[src/rtl/dtr_pkg.sv]
package dtr_pkg;
  typedef enum logic [1:0] {
    DTR_ENA = 2'd0,
    DTR_TRG = 2'd1,
    DTR_SEL = 2'd2,
    DTR_RSV = 2'd3
  } dtr_addr_e;
endpackage

[src/rtl/dtr_regs.sv]
module dtr_regs #(
  parameter int NUM_CH = 4,
  parameter int SEL_W  = 2,
  localparam int WD    = NUM_CH * SEL_W
) (
  input  logic              clk,
  input  logic              rst,
  input  logic              wr_en,
  input  logic [1:0]        wr_addr,
  input  logic [WD-1:0]     wr_data,
  output logic [NUM_CH-1:0] ch_on,
  output logic [WD-1:0]     sel_flat,
  output logic [NUM_CH-1:0] sw_set
);
  import dtr_pkg::*;

  dtr_addr_e addr;
  assign addr = dtr_addr_e'(wr_addr);

  always_ff @(posedge clk) begin
    if (rst) begin
      ch_on    <= '0;
      sel_flat <= '0;
    end else if (wr_en) begin
      if (addr == DTR_ENA) ch_on    <= wr_data[NUM_CH-1:0];
      if (addr == DTR_SEL) sel_flat <= wr_data;
    end
  end

  // Software trigger pulse: only ones have an effect.
  always_comb begin
    sw_set = '0;
    if (wr_en && addr == DTR_TRG) sw_set = wr_data[NUM_CH-1:0];
  end
endmodule

[src/rtl/dtr_edge.sv]
module dtr_edge #(
  parameter int NUM_CH = 4,
  parameter int SEL_W  = 2,
  localparam int SPC   = 1 << SEL_W,
  localparam int NSRC  = NUM_CH * SPC
) (
  input  logic                    clk,
  input  logic                    rst,
  input  logic [NSRC-1:0]         src,
  input  logic [NUM_CH*SEL_W-1:0] sel_flat,
  output logic [NUM_CH-1:0]       hw_set
);
  logic [NSRC-1:0] prev;
  logic [NSRC-1:0] rise;

  always_ff @(posedge clk) begin
    if (rst) prev <= '0;
    else     prev <= src;
  end

  assign rise = src & ~prev;

  for (genvar c = 0; c < NUM_CH; c++) begin : g_ch
    logic [SPC-1:0]   grp;
    logic [SEL_W-1:0] pick;
    assign grp       = rise[c*SPC +: SPC];
    assign pick      = sel_flat[c*SEL_W +: SEL_W];
    assign hw_set[c] = grp[pick];
  end
endmodule

[src/rtl/dtr_flag.sv]
module dtr_flag #(
  parameter int NUM_CH = 4
) (
  input  logic              clk,
  input  logic              rst,
  input  logic [NUM_CH-1:0] sw_set,
  input  logic [NUM_CH-1:0] hw_set,
  input  logic [NUM_CH-1:0] ch_on,
  input  logic [NUM_CH-1:0] chen,
  input  logic [NUM_CH-1:0] ack,
  output logic [NUM_CH-1:0] flag,
  output logic [NUM_CH-1:0] req
);
  logic [NUM_CH-1:0] armed, fire, taken, flag_n;

  always_comb begin
    armed  = ch_on & chen;
    fire   = (sw_set | hw_set) & armed;
    taken  = flag & armed & ack;
    flag_n = fire | (flag & ~taken);
  end

  always_ff @(posedge clk) begin
    if (rst) flag <= '0;
    else     flag <= flag_n;
  end

  assign req = flag & armed;
endmodule

[src/rtl/dma_trig_req.sv]
module dma_trig_req #(
  parameter int NUM_CH = 4,
  parameter int SEL_W  = 2,
  localparam int WD    = NUM_CH * SEL_W,
  localparam int NSRC  = NUM_CH * (1 << SEL_W)
) (
  input  logic              clk,
  input  logic              rst,
  input  logic              wr_en,
  input  logic [1:0]        wr_addr,
  input  logic [WD-1:0]     wr_data,
  input  logic [NSRC-1:0]   hw_src,
  input  logic [NUM_CH-1:0] chen,
  input  logic [NUM_CH-1:0] ack,
  output logic [NUM_CH-1:0] req,
  output logic [NUM_CH-1:0] trg_pend
);
  logic [NUM_CH-1:0] ch_on, sw_set, hw_set;
  logic [WD-1:0]     sel_flat;

  dtr_regs #(.NUM_CH(NUM_CH), .SEL_W(SEL_W)) u_regs (
    .clk(clk), .rst(rst), .wr_en(wr_en), .wr_addr(wr_addr), .wr_data(wr_data),
    .ch_on(ch_on), .sel_flat(sel_flat), .sw_set(sw_set)
  );

  dtr_edge #(.NUM_CH(NUM_CH), .SEL_W(SEL_W)) u_edge (
    .clk(clk), .rst(rst), .src(hw_src), .sel_flat(sel_flat), .hw_set(hw_set)
  );

  dtr_flag #(.NUM_CH(NUM_CH)) u_flag (
    .clk(clk), .rst(rst), .sw_set(sw_set), .hw_set(hw_set), .ch_on(ch_on),
    .chen(chen), .ack(ack), .flag(trg_pend), .req(req)
  );
endmodule

[config.mk]
export PLATFORM = sky130hd
export DESIGN_NAME = dma_trig_req
export DESIGN_NICKNAME = d
export VERILOG_FILES = /design/src/rtl/dtr_pkg.sv /design/src/rtl/dtr_regs.sv /design/src/rtl/dtr_edge.sv /design/src/rtl/dtr_flag.sv /design/src/rtl/dma_trig_req.sv
export SDC_FILE = /design/constraint.sdc
export NUM_CORES = 1
export LEC_CHECK = 0
export BUFFER_PORTS_ARGS = -buffer_cell sky130_fd_sc_hd__buf_2
export CORE_MARGIN = 5
export CORE_UTILIZATION = 35
export CTS_CLUSTER_SIZE = 8
export DETAILED_ROUTE_END_ITERATION = 12
export PLACE_DENSITY_LB_ADDON = 0.2
export SYNTH_ARGS = -nofsm -noshare
export SYNTH_HDL_FRONTEND = slang
export SYNTH_SLANG_ARGS = --single-unit
[constraint.sdc]
create_clock -name clk -period 1 [get_ports clk]
set_clock_uncertainty 0.1 [all_clocks]
set_input_delay 0.15 -clock clk [delete_from_list [all_inputs] [get_ports clk]]
set_output_delay 0.15 -clock clk [all_outputs]
set_load 0.01 [all_outputs]
# ---- Word level (Yosys, flattened, before mapping)
# Index checks and enable logic that the tools add are counted.
dict set report word_totals {
  register_bits 32
  input_bits 37
  out_inout_bits 8
}
dict set report classes {
  n_lt_le_gt_ge 4
  eq_ne 2
  mux 9
  bitwise 10
  reduce_logical 4
}
# operator n
set op_table {}
lappend op_table {{AND 4 bit} 5}
lappend op_table {{AND 16 bit} 1}
lappend op_table {{NOT 16 bit} 1}
lappend op_table {{less-than comparator 2 x 3 -> 1 bit, second input constant} 4}
lappend op_table {{binary-select mux 1 bit (select 2 bit)} 4}
lappend op_table {{OR 4 bit} 2}
lappend op_table {{2-to-1 mux 1 bit} 4}
lappend op_table {{2-to-1 mux 4 bit} 1}
lappend op_table {{NOT 4 bit} 1}
lappend op_table {{AND reduction 2 bit} 2}
lappend op_table {{equality test 2 x 1 -> 1 bit, second input constant} 1}
lappend op_table {{equality test 2 bit, second input constant} 1}
lappend op_table {{logical NOT 2 bit} 1}
lappend op_table {{logical AND 1 bit} 1}

# ---- Logic depth before layout (Yosys ltp)
dict set report depth {
  depth_word 7
  ltp_mapped 4
  ltp_nobuf 3
}

# ---- Hierarchy
# From an unflattened synthesis, not the netlist that was laid out.
dict set report hier_totals {
  hier_cells 132
  hier_area_um2 1393.8
}
# module instances cells_each area_each_um2
set modules_own_cells {}
lappend modules_own_cells {dtr_edge 1 53 620.6}
lappend modules_own_cells {dtr_regs 1 55 563.0}
lappend modules_own_cells {dtr_flag 1 24 210.2}

# ---- Least setup slack after synthesis
# Ideal clock, no wire load.
dict set report synth_timing {
  path_type {reg2reg}
  startpoint {reg u_regs.sel_flat[1]}
  endpoint {reg u_flag.flag[0]}
  setup_ns 0.091
  arrival_ns 0.861
  slack_ns -0.052
  path_stages_with_launch 4
  n_path_buf 0
  synth_period_minus_slack_ns 1.052
  path_cell_list {dfxtp_1 > nor4b_2 > a41oi_1 > a311oi_1}
}
dict set report synth_via {
  elab_chain_cells 5
}
# element line_no
set synth_lines {}
lappend synth_lines {{from (decl)} dtr_regs.sv:12} ;# output logic [WD-1:0] sel_flat,
lappend synth_lines {{from (signal assigned)} dtr_regs.sv:26} ;# if (addr == DTR_SEL) sel_flat <= wr_data;
lappend synth_lines {{binary-select mux 1 bit (select 2 bit)} dtr_edge.sv:28} ;# assign hw_set[c] = grp[pick];
lappend synth_lines {{2-to-1 mux 1 bit (not written as such)} dtr_edge.sv:28}
lappend synth_lines {{OR 4 bit} dtr_flag.sv:18} ;# fire = (sw_set | hw_set) & armed;
lappend synth_lines {{AND 4 bit} dtr_flag.sv:18}
lappend synth_lines {{OR 4 bit} dtr_flag.sv:20} ;# flag_n = fire | (flag & ~taken);
lappend synth_lines {{to (signal assigned)} dtr_flag.sv:25} ;# else flag <= flag_n;
lappend synth_lines {{to (decl)} dtr_flag.sv:11} ;# output logic [NUM_CH-1:0] flag,
# Every way passes these cells. The select of a mux whose other input is x is not followed.
# A chain may end at the register's enable or synchronous reset.

# ---- Worst setup path after layout
dict set report layout_timing {
  startpoint {reg u_regs.sel_flat[7]}
  endpoint {reg u_flag.flag[3]}
}
# Same word-level chain as after synthesis.

==> metrics.csv <==
stage,metric,value,unit
floorplan,die area,5030,um^2
logic_synthesis,sequential-to-total area share from yosys stat,0.493,
cells_and_area,register area,661,um^2
critical_path,crit path DAT,1230,ps
cts,CTS buffer count,5,
logic_synthesis,largest family of logic cells by synthesized area,simple AND/OR/NAND/NOR gates,
cts,root buffer cell,clkbuf_8,
worst_hold_path,hold path startpoint,hw_src[5],
cts,Worst-Skew Late Latency,270,ps
timing,final hold violation count,0,
critical_path,CP Class,flip-flop to flip-flop,
power_and_ir_drop,worst vdd ir,0.000733,V
floorplan,Core Region,3630,um^2
power_and_ir_drop,pwr dens,1320,nW/um^2
floorplan,Starting Density,0.358,
global_routing,Overall Global Routing Usage,0.127,
logic_synthesis,Syn. warnings,0,
floorplan,Die Ht,70.9,um
critical_path,worst reg-to-reg path cell count,3,
timing,Worst slew margin,0.852,
route,DRC,0,
route,Vias/cell,4.83,
placed_design,placer congestion estimate,0.803,
cells_and_area,Layout Utilization,0.536,
worst_hold_path,HP Class,input port to flip-flop,
critical_path,reg2reg start,u_regs.sel_flat[7],
cells_and_area,multi-input logic area,672,um^2
route,Post-Route WL,3130,um
cells_and_area,Fill cells,360,
cts,Longest Clk Path Bufs,2,
route,router iterations before antenna repair,3,
worst_hold_path,Min-Delay Endpoint,u_edge.prev[5],
logic_synthesis,simple-gate share of the synthesized area,0.281,
power_and_ir_drop,Final Total Pwr,2.56,mW
job,Max Cap Viol,0,
cts,Sink Count,32,
logic_synthesis,Synth Area in Compound Gates,0.108,
global_routing,initial antenna violation count,0,
floorplan,IO Pins,45,
route,routed len/inst,13.1,um
logic_synthesis,mapped cell area,1300,um^2
cells_and_area,ANT cells,0,
critical_path,WP data required,1080,ps
route,Antenna Nets Post-Route,0,
cells_and_area,net count reported at finish,229,
cells_and_area,synth-to-layout area growth,49.9,%
timing,Final min period,1140,ps
logic_synthesis,synthesized area per cell,10.6,um^2
run_status,failing checks,negative setup slack,
placed_design,DP Wirelength,2190,um
run_status,status,finished with violations,
timing,Final Slew Violations,0,
logic_synthesis,Synth cell types,19,
timing,post-route worst setup slack,-143,ps
timing,crit share post-route,1.14,
global_routing,vias in the first global route,1197,
floorplan,row cnt,22,
route,initial DRC count,41,
timing,RSZ-0062 raised after global routing,true,
logic_synthesis,mux contribution to synthesized area,0.0924,
logic_synthesis,syn nets,160,
timing,Final setup viols,10,
logic_synthesis,post-synthesis register bit count,32,
route,vias,1159,
critical_path,CP Capture Type,flip-flop,
cts,"Reg clk slew, reported paths",60,ps
cts,CTS tree,built,
logic_synthesis,XOR/XNOR share of the synthesized area,0,
timing,Worst-Margin Slew,222,ps
cells_and_area,share of layout cells above drive strength 1,0.516,
cts,H-tree levels,2,
global_routing,largest net degree at the start of global routing,33,
logic_synthesis,Post-Synthesis Cells,123,
power_and_ir_drop,Leak,0.877,nW
worst_hold_path,hold-critical path depth,2,
critical_path,worst reg2reg endpoint,u_flag.flag[3],
logic_synthesis,Synth Area in Adders,0,
global_routing,first-pass GRT wire length,5100,um
critical_path,CP max FO,4,
critical_path,worst reg-to-reg setup slack,-140,ps
critical_path,CP Launch Type,flip-flop,
global_routing,grt total ovfl,0,
floorplan,Horiz. Die Dim,70.9,um
timing,achievable frequency,875,MHz
placed_design,buffers added on ports,44,
## cells by family after synthesis
logic type,Yosys count
AO/OA/AOI/OAI,20
buffers and inverters,8
flip-flops,32
multiplexers,12
AND/OR/NAND/NOR,51
## sequential cells by signal (all words and copies together), names as in the netlist
name,count
u_edge.prev,16
u_flag.flag,4
u_regs.ch_on,4
u_regs.sel_flat,8
## worst max path at each step
stage	slack (ps)	start	endpoint
final	-140	u_regs.sel_flat[7]	u_flag.flag[3]
after global routing	-230	u_regs.sel_flat[7]	u_flag.flag[3]
after CTS	-140	u_flag.flag[2]	req[2]
after detailed placement	-140	wr_addr[1]	u_flag.flag[2]
after global placement	-100	wr_addr[1]	u_flag.flag[0]
after floorplan	-30	u_regs.sel_flat[0]	u_flag.flag[0]
## stage by stage
stage | hold slack [ps] | setup slack [ps] | TNS, ps | cells | area, um^2
2_1_floorplan | 122 | -32.7 | -131 | 123 | 1310
3_3_place_gp | 274 | -95.4 | -1090 | 221 | 1670
3_5_place_dp | 283 | -144 | -1360 | 221 | 1670
4_1_cts | 1.52 | -141 | -1150 | 238 | 1870
5_1_grt | 7.96 | -227 | -1660 | 240 | 1950
6_report | 1.84 | -143 | -1100 | 240 | 1950
## placed cells by master (no fill, tap or decap), types with 2 or more instances in the layout
cell type	netlist	final
a22oi_1	4	4
nor2b_1	16	16
dlygate4sd3_1	0	3
nor4b_2	4	2
clkbuf_8	0	5
buf_2	0	38
a41oi_1	4	3
and3_4	0	2
inv_1	4	4
a311oi_1	4	3
nor4b_4	0	2
buf_4	1	15
nand3_1	4	4
a21oi_1	8	8
dfxtp_2	0	16
buf_6	0	8
mux2i_1	12	12
dfxtp_1	32	16
and4bb_2	4	4
nor3b_1	4	3
nor2_1	12	12
buf_12	0	2
and3_1	4	2
## worst max-delay path, cell delays in order, from the launching register on
cell	delay, ps
dfxtp_2	340
nor4b_4	270
a41oi_2	70
a311oi_2	270
## area by class of cell
| cell class | instances | share of cell area |
|---|---|---|
| Multi-Input combinational cell | 83 | 0.345 |
| Sequential cell | 32 | 0.339 |
| Timing Repair Buffer | 66 | 0.238 |
| Clock buffer | 6 | 0.0373 |
| Tap cell | 48 | 0.0308 |
| Inverter | 4 | 0.00771 |
| Clock inverter | 1 | 0.00257 |
## synth_stat cells
cell	instances	area [um^2]
nand3_1	4	20.0
nor4b_2	4	60.1
a22oi_1	4	30.0
and4bb_2	4	50.1
dfxtp_1	32	641
mux2i_1	12	120
buf_4	1	7.51
nor3b_4	1	18.8
clkbuf_1	3	11.3
and3_1	4	25.0
inv_1	4	15.0
a41oi_1	4	35.0
nand3b_1	1	7.51
nor2_1	12	45.0
nor2b_1	16	100
and3b_1	1	8.76
a311oi_1	4	35.0
a21oi_1	8	40.0
nor3b_1	4	30.0
## routing by layer
layer | share of wire | wire length (um) | track usage | vias to the layer above
li1 | - | - | - | 585
met1 | 0.41 | 1300 | 0.130 | 546
met2 | 0.51 | 1610 | 0.235 | 23
met3 | 0.057 | 178 | 0.0426 | 5
met4 | 0.013 | 42 | 0.0501 | 0
met5 | 0 | 0 | 0 | -
## what timing repair did
action / CTS / global route
hold buffers: 2 / 1
gates resized for setup: 13 / 10
hold endpoints to repair: 2 / 1
setup buffers: 8 / 1
pin swaps: 6 / 5
cloned: 0 / 0
setup endpoints to repair: 12 / 12
## power breakdown
part           total, mW  internal [mW]  leakage [nW]  switching, mW
logic              0.307          0.181         0.565          0.125
clock network      0.896          0.472        0.0410          0.424
registers           1.36           1.33         0.271         0.0311
Note: power is estimated with default switching activity, not from simulation.
